### src/rtl/nansel_pkg.sv
package nansel_pkg;

  // Per-operand classification result
  typedef struct packed {
    logic is_nan;
    logic is_sig;
    logic is_quiet;
  } nan_cls_t;

  // Which value drives the NaN result
  typedef enum logic [2:0] {
    SRC_NONE = 3'd0,
    SRC_A    = 3'd1,
    SRC_B    = 3'd2,
    SRC_C    = 3'd3,
    SRC_DFLT = 3'd4
  } nan_src_e;

  localparam int unsigned NUM_OPS = 3;
  localparam int unsigned IDX_A   = 0;
  localparam int unsigned IDX_B   = 1;
  localparam int unsigned IDX_C   = 2;

endpackage

### src/rtl/nansel_classify.sv
module nansel_classify
  import nansel_pkg::*;
#(
  parameter int unsigned EXP_W  = 8,
  parameter int unsigned FRAC_W = 23
) (
  input  logic [EXP_W+FRAC_W:0] operand,
  input  logic                  ieee2008,
  input  logic                  enable,
  output nan_cls_t              cls
);
  localparam int unsigned W = 1 + EXP_W + FRAC_W;

  logic [EXP_W-1:0]  exp_f;
  logic [FRAC_W-1:0] frac_f;
  logic              frac_msb;
  logic              nan_raw;

  always_comb begin
    exp_f    = operand[W-2 -: EXP_W];
    frac_f   = operand[FRAC_W-1:0];
    frac_msb = frac_f[FRAC_W-1];
    // an all-ones exponent with zero fraction is infinity, not NaN
    nan_raw  = (&exp_f) && (|frac_f) && enable;
    cls.is_nan   = nan_raw;
    // legacy: msb set means signaling; 2008: msb clear means signaling
    cls.is_sig   = nan_raw && (ieee2008 ? ~frac_msb : frac_msb);
    cls.is_quiet = nan_raw && (ieee2008 ? frac_msb : ~frac_msb);
  end

endmodule

### src/rtl/nansel_order.sv
module nansel_order
  import nansel_pkg::*;
(
  input  nan_cls_t cls_a,
  input  nan_cls_t cls_b,
  input  nan_cls_t cls_c,
  input  logic     fma_op,
  input  logic     prod_inf_zero,
  input  logic     ieee2008,
  output nan_src_e src
);
  logic any_nan;

  always_comb begin
    any_nan = cls_a.is_nan | cls_b.is_nan | cls_c.is_nan;
    src     = SRC_NONE;
    if (prod_inf_zero) begin
      src = (ieee2008 && fma_op && cls_c.is_nan) ? SRC_C : SRC_DFLT;
    end else if (!any_nan) begin
      src = SRC_NONE;
    end else if (!ieee2008) begin
      src = SRC_DFLT;
    end else if (fma_op) begin
      if      (cls_c.is_sig)   src = SRC_C;
      else if (cls_a.is_sig)   src = SRC_A;
      else if (cls_b.is_sig)   src = SRC_B;
      else if (cls_c.is_quiet) src = SRC_C;
      else if (cls_a.is_quiet) src = SRC_A;
      else                     src = SRC_B;
    end else begin
      if      (cls_a.is_sig)   src = SRC_A;
      else if (cls_b.is_sig)   src = SRC_B;
      else if (cls_a.is_quiet) src = SRC_A;
      else                     src = SRC_B;
    end
  end

endmodule

### src/rtl/nan_result_select.sv
module nan_result_select
  import nansel_pkg::*;
#(
  parameter int unsigned EXP_W  = 8,
  parameter int unsigned FRAC_W = 23
) (
  input  logic [EXP_W+FRAC_W:0] op_a,
  input  logic [EXP_W+FRAC_W:0] op_b,
  input  logic [EXP_W+FRAC_W:0] op_c,
  input  logic                  fma_op,
  input  logic                  prod_inf_zero,
  input  logic                  ieee2008,
  output logic                  nan_valid,
  output logic [EXP_W+FRAC_W:0] nan_result,
  output logic                  invalid
);
  localparam int unsigned W = 1 + EXP_W + FRAC_W;
  localparam logic [W-1:0] QUIET_MASK = W'(1) << (FRAC_W - 1);
  localparam logic [W-1:0] DN_2008 =
    {1'b0, {EXP_W{1'b1}}, 1'b1, {(FRAC_W-1){1'b0}}};
  localparam logic [W-1:0] DN_LEGACY =
    {1'b0, {EXP_W{1'b1}}, 1'b0, {(FRAC_W-1){1'b1}}};

  logic     [W-1:0] ops [NUM_OPS];
  nan_cls_t         cls [NUM_OPS];
  nan_src_e         src;
  logic             any_sig;

  assign ops[IDX_A] = op_a;
  assign ops[IDX_B] = op_b;
  assign ops[IDX_C] = op_c;

  for (genvar gi = 0; gi < NUM_OPS; gi++) begin : g_cls
    nansel_classify #(
      .EXP_W (EXP_W),
      .FRAC_W(FRAC_W)
    ) u_cls (
      .operand (ops[gi]),
      .ieee2008(ieee2008),
      .enable  ((gi == IDX_C) ? fma_op : 1'b1),
      .cls     (cls[gi])
    );
  end

  nansel_order u_order (
    .cls_a        (cls[IDX_A]),
    .cls_b        (cls[IDX_B]),
    .cls_c        (cls[IDX_C]),
    .fma_op       (fma_op),
    .prod_inf_zero(prod_inf_zero),
    .ieee2008     (ieee2008),
    .src          (src)
  );

  always_comb begin
    any_sig   = cls[IDX_A].is_sig | cls[IDX_B].is_sig | cls[IDX_C].is_sig;
    nan_valid = (src != SRC_NONE);
    invalid   = prod_inf_zero | any_sig;
    unique case (src)
      SRC_A:    nan_result = op_a | QUIET_MASK;
      SRC_B:    nan_result = op_b | QUIET_MASK;
      SRC_C:    nan_result = op_c | QUIET_MASK;
      SRC_DFLT: nan_result = ieee2008 ? DN_2008 : DN_LEGACY;
      default:  nan_result = '0;
    endcase
  end

endmodule

### config.mk
export PLATFORM = sky130hd
export DESIGN_NAME = nan_result_select
export DESIGN_NICKNAME = d
export VERILOG_FILES = /design/src/rtl/nansel_pkg.sv /design/src/rtl/nansel_classify.sv /design/src/rtl/nansel_order.sv /design/src/rtl/nan_result_select.sv
export SDC_FILE = /design/constraint.sdc
export NUM_CORES = 1
export LEC_CHECK = 0
export BUFFER_PORTS_ARGS = -buffer_cell sky130_fd_sc_hd__buf_2
export CORE_MARGIN = 10
export CORE_UTILIZATION = 33
export DETAILED_ROUTE_END_ITERATION = 8
export PLACE_DENSITY = 0.87
export SLEW_MARGIN = 15
export SYNTH_ARGS = -nofsm -noshare
export SYNTH_HDL_FRONTEND = slang
export SYNTH_SLANG_ARGS = --single-unit
export TNS_END_PERCENT = 50
### constraint.sdc
create_clock -name vclk -period 2.4
set_clock_uncertainty 0.05 [all_clocks]
set_input_delay 0.12 -clock vclk [all_inputs]
set_output_delay 0.12 -clock vclk [all_outputs]
set_load 0.02 [all_outputs]
==> reports/qor.json <==
{
  "status": "completed",
  "power.leakage_uw": 0.00107,
  "finalWirelength_um": 5750,
  "fraction_of_the_mapped_netlist_area_in_compound_gates_pct": 51.0,
  "chipHeight_um": 75.4,
  "drt_drc_violations_left": 0,
  "maxClockFrequency_mhz": 422,
  "tightestPinTransition_ns": 0.328,
  "route.vias.total": 1817,
  "die_x_um": 75.4,
  "post_synth_mux_area_share_pct": 0.990,
  "p_per_area_mw_per_mm2": 141,
  "first_global_vias": 1799,
  "placement_rows": 20,
  "first_pass_iters": 4,
  "route.detailed.vias_per_inst": 5.81,
  "number_of_antenna_violations_at_the_first_check_in_global_routing": 0,
  "drv_slew": 0,
  "yosys.cell_types.count": 35,
  "end_kind": "output port",
  "critPathKind": "input pin to output port",
  "synth_simple_gate_area_share_pct": 38.1,
  "yosysTopAreaCellShare_pct": 22.8,
  "flops_and_latches": 0,
  "n_antenna_cell": 0,
  "power.ir.vdd_worst_mv": 0.0691,
  "slowest_delay_ns": 0.34,
  "power.combinational.fraction_pct": 100.0,
  "clock_power_share_pct": 0,
  "initialDrtViolationCount": 78,
  "min_period_ns": 2.37,
  "drt.antenna.violating_nets": 0,
  "register_area_sq_um": 0,
  "setup.worst_path.start_class": "input pin",
  "dpl-instance-area_sq_mm": 0.00172,
  "hold_viol": 0,
  "drive_gt1_share_pct": 58.9,
  "holdCritPathClass": "input pin to output port",
  "grt_remaining_overflow": 0,
  "finalSetupViolCount": 0,
  "post_synthesis_instance_area_sq_mm": 0.00101,
  "worst_path_max_delay_cell": "sky130_fd_sc_hd__o211ai_1",
  "place.gp.congestion": 0.871,
  "totalPowerFinal_uw": 260,
  "power.sequential.fraction_pct": 0,
  "ys_top_cells_by_area": "sky130_fd_sc_hd__a221o_1, sky130_fd_sc_hd__a21o_1, sky130_fd_sc_hd__nor4_1",
  "worst_ep_arrival_time_ns": 2.20,
  "grt_pass1_wl_um": 7980,
  "track_usage_pct": 16.9,
  "timing.max_cap.violations": 0,
  "yosysSeqAreaShare_pct": 0,
  "avgSynthCellArea_sq_um": 7.17,
  "clkbuf_count": 0,
  "switching_share_pct": 52.5,
  "worst-endpoint-required_ns": 2.23,
  "path_cells": "buf_2 > nor4_2 > nand4_1 > o211ai_1 > buf_4 > a21o_1 > a21oi_1 > nor3_2 > buf_4 > clkbuf_4 > a21o_1 > buf_2",
  "yosysWarningCount": 0,
  "postLayoutSetupSlackWorst_ns": 0.0321,
  "critPathMaxFanout": 7,
  "synth_top_family_by_area": "compound AO/OA/AOI/OAI gates",
  "post_synth_most_frequent_cells": "sky130_fd_sc_hd__a21o_1, sky130_fd_sc_hd__a221o_1, sky130_fd_sc_hd__nor4_1",
  "wl_per_cell_um": 18.4,
  "p_int_uw": 123,
  "whs_ns": 0.523,
  "finish.net_count": 381,
  "synth_largest_area_cell": "sky130_fd_sc_hd__a221o_1",
  "post_route_design_area_sq_mm": 0.00185,
  "power.net_switching_uw": 136,
  "final.setup.tns_ns": 0,
  "port_buffers": 133,
  "post_synth_inst_count": 141,
  "worst_path_dominant_cell_family": "buffers and inverters",
  "grt_max_degree": 23,
  "dp.final_hpwl_um": 4810,
  "synth_fp_nets": 240,
  "initial_utilization_pct": 33.7,
  "coreArea_sq_mm": 0.00300,
  "area_growth_pct": 82.5,
  "io_pins": 133,
  "synth-xor-area-share_pct": 0.866,
  "timing.max_slew.rel_slack_pct": 78.0,
  "layout_worst_path_cycle_share_pct": 98.7,
  "overall_die_area_sq_mm": 0.00568,
  "timing.critical_path.buf_inv": 5,
  "post_synth_fa_ha_maj_area_fraction_pct": 0,
  "worst_setup_slack_after_placement_ns": 0.0333
}
[cell families (layout without fill, tap and decap cells)]
logic type	after synthesis	count (layout)
buffers and inverters	16	154
and+or+nand+nor	60	61
muxes	1	1
xor gates and xnor gates	1	1
AOI/OAI and AO/OA	63	63
[area by class of cell]
cell class                      instances  area, sq um
Inverter                                4         15.0
Tap cell                               33         41.3
Fill cell                             293         1160
Timing Repair Buffer                  150          801
Multi-Input combinational cell        126          988
[power groups by stage]
stage	Combinational, uW	Clock [uW]	Sequential (uW)
6_report	260	0	0
2_1_floorplan	115	0	0
5_1_grt	282	0	0
3_5_place_dp	255	0	0
3_3_place_gp	250	0	0
4_1_cts	256	0	0
[final timing paths]
| check | start | end | slack (ns) | cells past startpoint |
|---|---|---|---|---|
| setup / recovery | op_a[0] | nan_result[14] | 0.03 | 12 |
| hold / removal | op_c[13] | nan_result[13] | 0.52 | 3 |
[placed cells by master (no fill, tap or decap), types with 3 or more instances in the layout]
cell type and count:
sky130_fd_sc_hd__a21o_1 23, sky130_fd_sc_hd__buf_4 14, sky130_fd_sc_hd__nand4_1 8, sky130_fd_sc_hd__buf_2 133
sky130_fd_sc_hd__nor3_1 3, sky130_fd_sc_hd__nor2_1 4, sky130_fd_sc_hd__a221o_1 23, sky130_fd_sc_hd__nand4b_1 8
sky130_fd_sc_hd__nor4_2 3, sky130_fd_sc_hd__inv_1 3, sky130_fd_sc_hd__nor4_1 13, sky130_fd_sc_hd__nand2_1 7
[per-layer routing]
metal,GRT usage [%],up-vias,routed length [um]
li1,-,891,-
met1,17.6,841,1980
met2,33.6,79,3040
met3,4.56,6,678
met4,1.86,0,58
met5,0,-,0
[timing repair]
item / 4_1_cts / 5_1_grt
setup buffers: 0 / 7
hold buffers: 0 / 0
endpoints found under the setup margin: 0 / 23
gates resized for setup: 0 / 12
[metrics by stage]
| stage | utilization, % | instances |
|---|---|---|
| after floorplan | - | 141 |
| after global placement | 57.4 | 304 |
| after detailed placement | 57.4 | 304 |
| after CTS | 57.4 | 304 |
| after global routing | 61.5 | 313 |
| final | 61.5 | 313 |
Note: power is estimated with default switching activity, not from simulation.
